$ cat src/rtl/bp_pkg.sv
package bp_pkg;
  localparam int IDX_BITS  = 4;
  localparam int HIST_BITS = 2;
  localparam int CTR_W     = 2;
  localparam int ENT_BITS  = IDX_BITS + HIST_BITS;
  localparam int ENTRIES   = 1 << ENT_BITS;

  // strobes from control to datapath
  typedef struct packed {
    logic                ctrWe;
    logic [ENT_BITS-1:0] ctrIdx;
    logic                ctrUp;
    logic                histShift;
    logic                histIn;
  } strobe_t;

  function automatic logic [ENT_BITS-1:0] entryIdx(
    input logic [IDX_BITS-1:0]  row,
    input logic [HIST_BITS-1:0] hist);
    return {row, hist};
  endfunction
endpackage

$ cat src/rtl/bp_ctrl.sv
module bp_ctrl
  import bp_pkg::*;
(
  input  logic                 updValid,
  input  logic [IDX_BITS-1:0]  updRow,
  input  logic [HIST_BITS-1:0] updHist,
  input  logic                 updTaken,
  output strobe_t              stb
);
  always_comb begin
    stb           = '0;
    stb.ctrIdx    = entryIdx(updRow, updHist);
    stb.ctrUp     = updTaken;
    stb.histIn    = updTaken;
    if (updValid) begin
      stb.ctrWe     = 1'b1;
      stb.histShift = 1'b1;
    end
  end
endmodule

$ cat src/rtl/bp_datapath.sv
module bp_datapath
  import bp_pkg::*;
(
  input  logic                 clk,
  input  logic                 rstN,
  input  strobe_t              stb,
  input  logic [IDX_BITS-1:0]  lookupRow,
  output logic                 lookupTaken,
  output logic [HIST_BITS-1:0] curHist
);
  localparam logic [CTR_W-1:0] CTR_MAX = '1;
  localparam logic [CTR_W-1:0] WEAK_NT = CTR_W'((1 << (CTR_W - 1)) - 1);

  logic [ENTRIES*CTR_W-1:0] ctrFlat;
  logic [HIST_BITS-1:0]     histReg;
  logic [ENT_BITS-1:0]      readIdx;

  for (genvar e = 0; e < ENTRIES; e++) begin : g_ent
    logic [CTR_W-1:0] cnt;
    always_ff @(posedge clk or negedge rstN) begin
      if (!rstN) begin
        cnt <= WEAK_NT;
      end else if (stb.ctrWe && (stb.ctrIdx == ENT_BITS'(e))) begin
        if (stb.ctrUp) begin
          if (cnt != CTR_MAX) cnt <= cnt + 1'b1;
        end else begin
          if (cnt != '0) cnt <= cnt - 1'b1;
        end
      end
    end
    assign ctrFlat[e*CTR_W +: CTR_W] = cnt;
  end

  always_ff @(posedge clk or negedge rstN) begin
    if (!rstN)              histReg <= '0;
    else if (stb.histShift) histReg <= HIST_BITS'({histReg, stb.histIn});
  end

  assign readIdx     = entryIdx(lookupRow, histReg);
  assign lookupTaken = ctrFlat[readIdx*CTR_W + (CTR_W - 1)];
  assign curHist     = histReg;
endmodule

$ cat src/rtl/hist_branch_pred.sv
module hist_branch_pred
  import bp_pkg::*;
#(
  parameter int PC_W = 32
) (
  input  logic                 clk,
  input  logic                 rstN,
  input  logic [PC_W-1:0]      lookupPc,
  output logic                 lookupTaken,
  output logic [HIST_BITS-1:0] curHist,
  input  logic                 updValid,
  input  logic [PC_W-1:0]      updPc,
  input  logic [HIST_BITS-1:0] updHist,
  input  logic                 updTaken
);
  strobe_t             stb;
  logic [IDX_BITS-1:0] lookupRow;
  logic [IDX_BITS-1:0] updRow;
  logic                unusedPcBits;

  assign lookupRow    = lookupPc[IDX_BITS-1:0];
  assign updRow       = updPc[IDX_BITS-1:0];
  assign unusedPcBits = ^{lookupPc[PC_W-1:IDX_BITS], updPc[PC_W-1:IDX_BITS]};

  bp_ctrl u_ctrl (
    .updValid (updValid),
    .updRow   (updRow),
    .updHist  (updHist),
    .updTaken (updTaken),
    .stb      (stb)
  );

  bp_datapath u_dp (
    .clk         (clk),
    .rstN        (rstN),
    .stb         (stb),
    .lookupRow   (lookupRow),
    .lookupTaken (lookupTaken),
    .curHist     (curHist)
  );
endmodule

$ cat config.mk
export PLATFORM = sky130hd
export DESIGN_NAME = hist_branch_pred
export DESIGN_NICKNAME = d
export VERILOG_FILES = /design/src/rtl/bp_pkg.sv /design/src/rtl/bp_ctrl.sv /design/src/rtl/bp_datapath.sv /design/src/rtl/hist_branch_pred.sv
export SDC_FILE = /design/constraint.sdc
export NUM_CORES = 1
export LEC_CHECK = 0
export ABC_AREA = 1
export CAP_MARGIN = 40
export CORE_MARGIN = 1.5
export CORE_UTILIZATION = 35
export CTS_CLUSTER_SIZE = 28
export DETAILED_ROUTE_END_ITERATION = 8
export GPL_TIMING_DRIVEN = 0
export PLACE_DENSITY = 0.63
export SYNTH_ARGS = -nofsm -noshare
export SYNTH_HDL_FRONTEND = slang
export SYNTH_SLANG_ARGS = --single-unit
$ cat constraint.sdc
create_clock -name clk -period 2.3 [get_ports clk]
set_input_delay 0.69 -clock clk [delete_from_list [all_inputs] [get_ports clk]]
set_output_delay 0.69 -clock clk [all_outputs]
set_load 0.01 [all_outputs]
Word level (Yosys, flattened, before mapping). Index checks and enable logic that the tools add are counted.

Add/sub/neg operators: 129. $lt $le $gt $ge: 1. Equality and inequality tests: 191. Muxes and demuxes: 195. Reductions and logical operators: 257.

Operators by type and width (number): $mux W2 (192); $reduce_bool A2 Y1 (128); $eq A6 B6 Y1 const B (32); $reduce_and A3 Y1 (64); $add A2 B1 Y2 const B (64); $ne A2 B1 Y1 const B (64); $ne A2 B2 Y1 const B (64); $sub A2 B1 Y2 const B (64); $eq A6 B5 Y1 const B (16); $logic_and A1 B1 Y1 (64); $eq A6 B4 Y1 const B (8); $lt A32 B8 Y1 const B (1); $eq A6 B3 Y1 const B (4); $eq A6 B2 Y1 const B (2); $add A7 B1 Y8 const B (1); $bmux W1 S7 (1); $eq A6 B1 Y1 const B (1); $logic_not A6 Y1 (1); $mux W1 (2).

Register bits after elaboration: 130. Bits of input ports: 70. Output and inout port bits: 3. Word-level logic and storage cells: 838.

Longest topological paths before layout. Gate-level depths: netlist of the first run.

Depth in word-level cells: 3. Depth in mapped cells: 11. Depth with buffers taken out: 9.

By module. A second synthesis of the first run with hierarchy kept.

Cell total of the unflattened synthesis: 938. Area total of the unflattened synthesis: 7079.3 µm².

Modules (own cells, without submodules): bp_datapath (instances 1, cells each 928, area each 7004.2 µm², seq. area each 3333.2 µm²); bp_ctrl (instances 1, cells each 10, area each 75.1 µm², seq. area each 0.0 µm²).

Worst setup path before layout of the first run. OpenSTA, ideal clock, no wires.

Path kind: input to output. From: in lookupPc[0]. To: out lookupTaken. Arrival: 1496 ps. Required time: 1610 ps. Slack: 114 ps. Cell stages on the path: 8. Path buffers: 1. Path through: clkbuf_1 > inv_1 > nand3_1 > nand2_1 > nand2_1 > nand3_1 > nand3_1 > nand2_1.

Longest elaborated chain between the ends: 3.

Ends and longest elaborated chain: start, declared (line hist_branch_pred.sv:8) `input logic [PC_W-1:0] lookupPc,`; $add A7 B1 Y8 (line bp_datapath.sv:40) `assign lookupTaken = ctrFlat[readIdx*CTR_W + (CTR_W - 1)];`; $bmux W1 S7 (line bp_datapath.sv:40); $mux W1 (not written as such) (line bp_datapath.sv:40); end, declared (line hist_branch_pred.sv:9) `output logic lookupTaken,`.

No other way between the ends. The select of a mux whose other input is x is not followed.

Final worst setup path of the first run. Same ends and word-level chain as after synthesis.

==> results of run 1 <==
-- worst min-delay path by stage --
stage | start | to | cells past startpoint
6_report | rstN | u_dp.g_ent[22].cnt[1] | 1
5_1_grt | rstN | u_dp.g_ent[45].cnt[1] | 1
4_1_cts | rstN | u_dp.g_ent[22].cnt[1] | 1
3_5_place_dp | u_dp.g_ent[62].cnt[0] | u_dp.g_ent[62].cnt[0] | 2
3_3_place_gp | u_dp.g_ent[4].cnt[0] | u_dp.g_ent[4].cnt[0] | 2
2_1_floorplan | rstN | u_dp.curHist[0] | 0
-- Yosys cell counts --
library cell,instances
nor2_4,5
nor2_2,7
nand2_1,212
a22oi_1,1
clkinv_1,2
o31ai_2,3
a21oi_1,61
buf_2,14
nor2_1,71
inv_2,8
o21ai_2,2
buf_6,1
dfrtp_1,66
inv_1,46
buf_12,1
clkbuf_1,19
o21ai_1,79
nor2_8,1
nand3_1,57
buf_4,1
a21boi_0,1
o21ai_0,155
o31ai_1,26
nand2_4,20
nor3_4,2
dfstp_2,64
nand2_2,1
-- layer usage --
layer	global-route usage [%]	up-vias	part of all wire [%]
li1	-	3243	-
met1	29.0	3241	44
met2	33.2	250	45
met3	5.41	53	7.5
met4	9.90	0	3.5
met5	0	-	0
-- cell type report --
cell class                 count  share of cell area (%)
clock inverter                13                    2.15
multi-input combinational    704                    41.6
inverter                      56                    2.51
clock buffer                  19                    4.99
timing repair buffer          29                    3.86
sequential                   130                    38.4
tap                          270                    3.89
buffer                        34                    2.62
-- metrics by stage --
stage,instances,instance area (µm²)
floorplan,926,7200
global placement,1210,7670
detailed placement,1211,7700
CTS,1255,8580
global route,1255,8680
finish,1255,8680
-- cell families (layout without fill, tap and decap cells) --
logic type,after synthesis,in the layout
flops,130,130
compound gates,328,328
simple gates,376,376
buf+inv,92,151
-- worst max-delay path, cell delays in order --
cell      delay, ns
clkbuf_2       0.22
inv_1          0.40
nand3_2        0.16
nand2_1        0.09
nand2_1        0.05
nand3_1        0.09
nand3_1        0.07
nand2_1        0.08
buf_2          0.13
-- sequential cells by signal, indices dropped and copies added (netlist names) --
register,cells
u_dp.curHist,2
u_dp.g_ent.cnt,128
-- report_power, final --
| part | internal (mW) | total [mW] | switching, mW | leakage, nW |
|---|---|---|---|---|
| clock | 1.81 | 2.92 | 1.11 | 0.289 |
| sequential | 2.62 | 2.84 | 0.221 | 1.58 |
| combinational | 0.393 | 1.02 | 0.630 | 1.75 |
-- repair_timing --
item | in CTS | in global routing
gates cloned | 2 | 0
setup endpoints to repair | 1 | 27
hold buffers | 0 | 0
buffers inserted | 11 | 1
pin swaps | 6 | 15
resized for setup | 40 | 28
==> run_results.csv, run 1 <==
group,metric,value,unit
clocking,cts_inserted_buffers,17,
setup_path,crit_path_end_kind,"output port",
die,dieArea,21400,µm²
synth,postSynthCellCount,926,
placed_design,place_ws,-0.849,ns
detailed_routing,postRouteAntennaNets,0,
sta,max_slew.worst_pin.slew,0.667,ns
placed_design,port_buffers,14,
worst_hold_path,hold_path.class,"in -> async",
synth,synthMuxAreaShare,0,%
synth,synth_area_leaders,"dfstp_2 (23%), dfrtp_1 (23%), nand2_1 (11%)",
synth,avgSynthCellArea,7.77,µm²
placed_design,gp_congestion,0.908,
setup_path,required,1.61,ns
run,drv_cap,0,
die,die_h,146,µm
setup_path,cp-endpoint,"lookupTaken",
setup_path,crit_fanout,9,
global_routing,grt_max_degree,67,
global_routing,grt-ovfl-total,0,
setup_path,r2r_slack,1.17,ns
synth,synth_compound_area_share,24.2,%
sta,finalHoldViolCount,0,
global_routing,grt_pass1_wl,35300,µm
detailed_routing,firstDrtPassIters,6,
pwr,power.density,781,nW/µm²
cells_and_area,multiInputGateArea,3610,µm²
pwr,p_leak,3.61,nW
sta,period_share,116,%
detailed_routing,drc,0,
clocking,cts_tree,"yes",
synth,netlist_area,7200,µm²
global_routing,grtUsageTotal,21.7,%
clocking,cts_root_buf,"clkbuf_16",
die,core_area,20200,µm²
sta,finalSetupTns,-0.372,ns
die,row_count,52,
synth,synth_simple_gate_area_share,24.1,%
setup_path,startpoint_type,"primary input",
run_status,violations,"negative setup slack",
synth,yosys.area.top_type,"dfstp_2",
sta,max_freq,374,MHz
sta,fin_ws,-0.372,ns
cells_and_area,area_growth,20.6,%
sta,holdWs,0.262,ns
synth,synth-adder-area-share,0,%
clocking,clk_pin_slew,0.06,ns
clocking,clk_latency,0.44,ns
clocking,ctsHtreeMaxLevel,4,
synth,ys_seq_area_share,46.3,%
synth,yosys.area.top_type_share,23.4,%
detailed_routing,avgRoutedWirePerCell,17.9,µm
pwr,peakVddDrop,0.380,mV
cells_and_area,fill_cells,1972,
global_routing,grt_pass1_vias,6382,
setup_path,cp.arrival,1.98,ns
cells_and_area,antenna_cells,0,
synth,ys_ff_latch,130,
setup_path,critPathLaunch,"lookupPc[0]",
detailed_routing,route.vias.total,6787,
synth,synth_nets,996,
sta,period_needed,2.67,ns
clocking,clock_sinks,130,
placed_design,post-dp-hpwl,14900,µm
detailed_routing,via_per_inst,5.41,
sta,slew_headroom,55.5,%
global_routing,antenna_found_initial,0,
cells_and_area,final_nets,1042,
pwr,power,6.78,mW
sta,rsz0062_at_grt,"true",
cells_and_area,final_util,43.0,%
cells_and_area,drive_above_1_share,21.2,%
sta,fin_worst_skew,0.0106,ns
synth,ys_types,27,
setup_path,reg2reg_depth,5,
cells_and_area,final_cell_mix,"nand2_1 (203), o21ai_0 (155), o21ai_1 (79)",
clocking,cts_buffer_depth,2,
setup_path,worstSetupPathType,"in -> out",
sta,report.final.slew_viol_count,0,
detailed_routing,drt_iter0_markers,747,
cells_and_area,regArea,3330,µm²
die,initial_utilization,35.7,%
setup_path,r2r_end,"u_dp.g_ent[34].cnt[0]",
synth,synthXorXnorAreaFrac,0,%
synth,ys_warn_count,0,
sta,setup_viol,1,
run_status,status,"complete, but fails checks",
die,num_io_pins,73,
die,die_w,146,µm
setup_path,reg2reg_from,"u_dp.g_ent[34].cnt[0]",
synth,synth_top_family_by_area,"compound AO/OA/AOI/OAI gates",
cells_and_area,final_common_cell,"nand2_1",
detailed_routing,wl,22400,µm
No activity file was read; power rests on OpenSTA's default activity.
==> run 2: changes to the inputs <==
--- a/config.mk
+++ b/config.mk
@@ -9,10 +9,13 @@
 export CAP_MARGIN = 40
 export CORE_MARGIN = 1.5
 export CORE_UTILIZATION = 35
+export CTS_BUF_LIST = sky130_fd_sc_hd__clkbuf_4
 export CTS_CLUSTER_SIZE = 28
 export DETAILED_ROUTE_END_ITERATION = 8
 export GPL_TIMING_DRIVEN = 0
 export PLACE_DENSITY = 0.63
+export RECOVER_POWER = 100
 export SYNTH_ARGS = -nofsm -noshare
 export SYNTH_HDL_FRONTEND = slang
+export SYNTH_HIERARCHICAL = 1
 export SYNTH_SLANG_ARGS = --single-unit
==> run_results.csv, run 2 <==
group,metric,value,unit
die,core_area,19700,µm²
detailed_routing,avgRoutedWirePerCell,17.3,µm
clocking,clk_pin_slew,0.10,ns
global_routing,grt-ovfl-total,0,
clocking,cts_root_buf,"clkbuf_4",
sta,rsz0062_at_grt,"true",
clocking,hold_buffers,0,
synth,avgSynthCellArea,7.55,µm²
detailed_routing,drt_iter0_markers,598,
detailed_routing,postRouteAntennaNets,0,
sta,slew_headroom,-6.87,%
die,dieArea,21100,µm²
pwr,netSwitchingPower,1.65,mW
setup_path,crit_fanout,6,
setup_path,worstSetupPathType,"reg -> out",
cells_and_area,finalNonFillerCells,1251,
sta,max_slew.worst_pin.slew,1.60,ns
cells_and_area,multiInputGateArea,3320,µm²
synth,synth_most_common_cell,"nand2_1",
detailed_routing,route.vias.total,6759,
setup_path,cp.arrival,2.18,ns
die,initial_utilization,36.0,%
global_routing,antenna_found_initial,1,
die,num_io_pins,73,
cells_and_area,final_nets,1042,
sta,finalHoldViolCount,0,
cells_and_area,area_growth,13.1,%
global_routing,grtUsageTotal,20.7,%
detailed_routing,firstDrtPassIters,6,
clocking,cts_buffer_depth,2,
placed_design,port_buffers,7,
detailed_routing,via_per_inst,5.40,
sta,period_needed,2.87,ns
synth,synth_nets,1008,
cells_and_area,final_common_cell,"o21ai_0",
die,die_h,145,µm
pwr,p_seq_share,52.9,%
cells_and_area,drive_above_1_share,16.2,%
cells_and_area,largest_reg_flops,128,
sta,period_share,125,%
global_routing,grt_max_degree,69,
die,die_w,145,µm
synth,postSynthCellCount,938,
sta,fin_ws,-0.566,ns
synth,netlist_area,7080,µm²
run_status,violations,"max-capacitance violations, max-slew violations, negative setup slack",
sta,fin_worst_skew,0.0203,ns
global_routing,grt_pass1_vias,6159,
detailed_routing,wl,21700,µm
synth,ys_top_cells_by_count,"nand2_1 (217), o21ai_0 (200), nor2_1 (83)",
cells_and_area,largest-register,"u_dp/g_ent.cnt",
sta,report.final.slew_viol_count,64,
synth,async_flop_share,100,%
clocking,cts_tree,"yes",
setup_path,startpoint_type,"flip-flop",
placed_design,dp.cells,1211,
pwr,comb_power_share,18.3,%
synth,synth_area_leaders,"dfstp_2 (24%), dfrtp_1 (23%), o21ai_0 (14%)",
pwr,pwr-share-clk,28.9,%
clocking,clock_sinks,130,
synth,ys_ff_latch,130,
synth,ys_seq_area_share,47.1,%
run,drv_cap,1,
synth,synth_flop_cell,"dfrtp_1",
sta,finalSetupTns,-0.566,ns
placed_design,gp_congestion,0.880,
run_status,status,"complete, but fails checks",
global_routing,grt_pass1_wl,33700,µm
sta,setup_viol,1,
setup_path,crit_path_end_kind,"output port",
pwr,intPower,3.70,mW
synth,yosys.area.top_type,"dfstp_2",
placed_design,post-dp-hpwl,14800,µm
pwr,p_leak,3.16,nW
pwr,power.density,668,nW/µm²
cells_and_area,final_cell_mix,"o21ai_0 (213), nand2_1 (203), nor2_1 (84)",
die,row_count,51,
sta,max_freq,349,MHz
detailed_routing,drc,0,
setup_path,required,1.61,ns
cells_and_area,regArea,3330,µm²
cells_and_area,fill_cells,2054,
pwr,peakVddDrop,0.275,mV
clocking,clk_latency,0.55,ns
synth,yosys.area.top_type_share,23.8,%
pwr,power,5.35,mW
clocking,ctsHtreeMaxLevel,4,
synth,ys_warn_count,6,
worst_hold_path,hold_path.class,"in -> reg",
synth,synth-edff-count,0,
cells_and_area,final_util,40.8,%
clocking,cts_inserted_buffers,17,
pwr,sw_frac_of_total,30.8,%
synth,ys_types,21,
==> run 2: changes by cell type after synthesis, sizes merged, moves of 3 or more <==
cell,previous run,this run
o31ai,29,45
clkbuf,19,23
buf,17,22
inv,54,73
nor3,2,5
o21ai,236,220
nand3,57,54
nand2,233,217
==> run 2: per-layer routing <==
layer / vias up / track usage (%) / wire length, µm
li1: 3253 / - / -
met3: 48 / 5.35 / 1670
met4: 0 / 7.50 / 615
met1: 3222 / 28.7 / 9910
met5: - / 0 / 0
met2: 236 / 31.1 / 9500
==> run 2: what timing repair did <==
action	in CTS	in global routing
setup endpoints to repair	1	3
gates resized for setup	49	27
buffers inserted	6	0
pin swaps	7	13
cloned	2	0
==> run 2: logic make-up after synthesis <==
family | count (synthesis) | share of synthesized area (%)
flip-flops | 130 | 47.1
buffers and inverters | 120 | 7.30
AO/OA/AOI/OAI | 328 | 24.8
AND/OR/NAND/NOR | 360 | 20.8
==> run 2: final timing paths <==
| kind | start | end | slack, ns | cells after the start |
|---|---|---|---|---|
| setup / recovery | u_dp/curHist[0] | lookupTaken | -0.57 | 13 |
| hold / removal | updTaken | u_dp/curHist[0] | 0.37 | 3 |
| setup reg to reg | u_dp/g_ent[7].cnt[0] | u_dp/g_ent[7].cnt[0] | 1.17 | 5 |
| hold reg to reg | u_dp/g_ent[10].cnt[0] | u_dp/g_ent[10].cnt[0] | 0.47 | 2 |
| max in group asynchronous | rstN | u_dp/g_ent[31].cnt[1] | 0.43 | 2 |
| min in group asynchronous | rstN | u_dp/g_ent[51].cnt[1] | 0.53 | 1 |
==> run 2: area by class of cell <==
cell class                 count  area share (%)
sequential                   130            41.6
multi-input combinational    688            41.5
tap                          265            4.14
inverter                      75            3.73
buffer                        45            3.55
clock buffer                  24            2.25
timing repair buffer          15            2.11
clock inverter                 8            1.11
antenna                        1          0.0312
==> run 2: power by group through the flow <==
stage	combinational [mW]	sequential, mW	clock [mW]
after global routing	1.10	2.87	1.69
after global placement	0.850	2.85	0
final	0.977	2.83	1.55
after CTS	0.975	2.82	1.60
after floorplan	0.620	2.80	0
after detailed placement	0.887	2.86	0
==> run 2: per-stage QoR <==
step / hold slack [ns] / instance area (µm²) / setup slack [ns]
after global placement: 0.455 / 7480 / -4.91
after CTS: 0.111 / 8030 / -0.491
after global routing: 0.352 / 8010 / -0.667
final: 0.365 / 8010 / -0.566
after detailed placement: 0.459 / 7510 / -0.928
after floorplan: 0.394 / 7080 / 0.114
==> run 2: critical path: stages (launching register included) <==
cell,delay (ns)
dfrtp_1,0.39
buf_6,0.16
clkinv_8,0.08
buf_12,0.13
buf_16,0.13
nand2_4,0.05
nand3_2,0.08
nand3_2,0.09
nand2_1,0.06
nand2_1,0.06
nand3_1,0.09
nand3_1,0.11
nand2_1,0.07
buf_2,0.15
==> run 3: changes to the inputs <==
--- a/config.mk
+++ b/config.mk
@@ -5,15 +5,14 @@
 export SDC_FILE = /design/constraint.sdc
 export NUM_CORES = 1
 export LEC_CHECK = 0
-export ABC_AREA = 1
 export CAP_MARGIN = 40
 export CORE_MARGIN = 1.5
 export CORE_UTILIZATION = 35
-export CTS_BUF_LIST = sky130_fd_sc_hd__clkbuf_4
+export CTS_BUF_LIST = sky130_fd_sc_hd__clkbuf_8
 export CTS_CLUSTER_SIZE = 28
 export DETAILED_ROUTE_END_ITERATION = 8
 export GPL_TIMING_DRIVEN = 0
-export PLACE_DENSITY = 0.63
+export PLACE_DENSITY = 0.62
 export RECOVER_POWER = 100
 export SYNTH_ARGS = -nofsm -noshare
 export SYNTH_HDL_FRONTEND = slang
==> run_results.csv, run 3 <==
group,metric,value,unit
placed_design,dp.cells,1134,
clocking,clk_pin_slew,0.08,ns
synth,ys_ff_latch,130,
run_status,violations,"negative setup slack",
synth,ys_types,46,
setup_path,crit_path_end_kind,"output port",
pwr,power,5.19,mW
detailed_routing,via_per_inst,5.84,
synth,synthMuxAreaShare,6.52,%
sta,slew_headroom,27.3,%
global_routing,grt_max_degree,89,
synth,ys_warn_count,6,
die,row_count,53,
synth,yosys.area.top_type_share,22.2,%
sta,max_freq,327,MHz
setup_path,required,1.61,ns
cells_and_area,finalNonFillerCells,1173,
die,num_io_pins,73,
sta,setup_viol,47,
run,drv_cap,0,
synth,synth-adder-area-share,0,%
sta,rsz0062_at_grt,"true",
clocking,cts_inserted_buffers,17,
cells_and_area,final_common_cell,"o21ai_0",
sta,max_slew.worst_pin.slew,1.09,ns
placed_design,post-dp-hpwl,14800,µm
synth,yosys.area.top_type,"dfstp_2",
cells_and_area,largest_reg_flops,128,
detailed_routing,route.vias.total,6856,
sta,fin_ws,-0.757,ns
sta,report.final.slew_viol_count,0,
synth,synth_top_family_by_area,"compound AO/OA/AOI/OAI gates",
detailed_routing,avgRoutedWirePerCell,19.0,µm
global_routing,grt_pass1_wl,34600,µm
cells_and_area,final_util,40.0,%
cells_and_area,antenna_cells,0,
sta,finalHoldViolCount,0,
synth,synth_nets,920,
detailed_routing,wl,22200,µm
synth,synthXorXnorAreaFrac,0,%
die,core_area,21100,µm²
global_routing,grtUsageTotal,20.6,%
cells_and_area,final_nets,955,
synth,postSynthCellCount,850,
sta,period_needed,3.06,ns
synth,synth_flop_cell,"dfrtp_1",
clocking,clock_sinks,130,
setup_path,crit_slowest_cell,"mux4_2",
clocking,clk_latency,0.46,ns
synth,synth_compound_area_share,25.4,%
pwr,power.density,614,nW/µm²
detailed_routing,drt_iter0_markers,717,
cells_and_area,final_cell_mix,"o21ai_0 (169), nor2_1 (116), nand2_1 (98)",
sta,holdWs,0.418,ns
setup_path,startpoint_type,"flip-flop",
clocking,cts_buffer_depth,2,
synth,async_flop_share,100,%
synth,synth_most_common_cell,"o21ai_0",
setup_path,cp_common_cell,"mux2i_1",
synth,ys_top_cells_by_count,"o21ai_0 (169), nor2_1 (115), nand2_1 (97)",
clocking,cts_tree,"yes",
die,die_w,150,µm
detailed_routing,postRouteAntennaNets,0,
clocking,ctsHtreeMaxLevel,4,
synth,ys_seq_area_share,44.1,%
worst_hold_path,hold_path.class,"in -> async",
synth,avgSynthCellArea,8.90,µm²
global_routing,antenna_found_initial,0,
setup_path,crit_fanout,8,
die,die_h,150,µm
clocking,cts_root_buf,"clkbuf_8",
sta,period_share,133,%
placed_design,port_buffers,6,
detailed_routing,drc,0,
setup_path,worstPathCellList,"buf_12 -> mux4_2 -> mux2i_2 -> mux2i_1 -> mux2i_1 -> a21oi_2 -> buf_2",
global_routing,grt_pass1_vias,6134,
synth,synth_area_leaders,"dfstp_2 (22%), dfrtp_1 (22%), o21ai_0 (11%)",
die,initial_utilization,35.9,%
run_status,status,"complete, but fails checks",
cells_and_area,largest-register,"u_dp/g_ent.cnt",
die,dieArea,22500,µm²
cells_and_area,area_growth,11.6,%
setup_path,cp.arrival,2.37,ns
detailed_routing,firstDrtPassIters,5,
synth,synth-edff-count,0,
placed_design,gp_congestion,0.867,
pwr,p_leak,2.85,nW
synth,synth_simple_gate_area_share,20.6,%
synth,netlist_area,7570,µm²
cells_and_area,drive_above_1_share,18.2,%
setup_path,cpPeakStageDelay,0.57,ns
pwr,peakVddDrop,0.317,mV
global_routing,grt-ovfl-total,0,
setup_path,worstSetupPathType,"reg -> out",
sta,fin_worst_skew,0.00785,ns
sta,finalSetupTns,-4.54,ns
run 3: worst max-delay path, delay by kind of cell (launching register included):
family	cells	cell delay (ns)
buf+inv	2	0.31
mux	4	1.11
compound gates	1	0.08
flops	1	0.40
run 3: cell type report:
cell class,count,area (µm²)
clock inverter,11,111
buffer,48,273
sequential,130,3330
tap,275,344
multi-input combinational,669,3960
inverter,3,11.3
fill,2157,12600
timing repair buffer,16,120
clock buffer,21,289
run 3: final timing paths:
check / cells after the start / slack (ns) / start / to
worst max-delay path: 7 / -0.76 / u_dp/curHist[0] / lookupTaken
worst min-delay path: 1 / 0.42 / rstN / u_dp/g_ent[58].cnt[1]
worst max register to register: 4 / 1.14 / u_dp/g_ent[11].cnt[0] / u_dp/g_ent[11].cnt[0]
worst min register to register: 2 / 0.50 / u_dp/g_ent[55].cnt[0] / u_dp/g_ent[55].cnt[0]
max in group asynchronous: 2 / 0.46 / rstN / u_dp/curHist[1]
min in group clk: 2 / 0.48 / updTaken / u_dp/curHist[0]
run 3: per-layer routing:
layer,global-route usage (%),vias up,part of all wire [%]
li1,-,3216,-
met1,29.3,3380,47
met2,31.1,229,44
met3,4.39,31,6.9
met4,6.86,0,2.0
met5,0,-,0
run 3: logic make-up (layout without fill, tap and decap cells):
family,Yosys count,count (layout)
AOI/OAI and AO/OA,333,333
buffers and inverters,51,99
DFF,130,130
muxes,29,29
and+or+nand+nor,307,307
run 3: through the flow:
stage / setup WS, ns / area (µm²)
finish: -0.757 / 8450
detailed placement: -1.64 / 8030
global route: -0.823 / 8450
global placement: -4.93 / 7990
floorplan: -0.0974 / 7590
CTS: -0.766 / 8510
run 3: what timing repair did:
| item | 4_1_cts | 5_1_grt |
|---|---|---|
| hold buffers | 0 | 0 |
| setup buffers | 7 | 0 |
| setup endpoints to repair | 2 | 2 |
| resized for setup | 19 | 3 |
run 3: report_power, final:
part           leakage [nW]  switching [mW]  total, mW  internal [mW]
Combinational          1.39           0.352      0.556          0.204
Sequential             1.25           0.147       2.62           2.48
Clock                 0.210           0.946       2.01           1.06
Total                  2.85            1.45       5.19           3.74
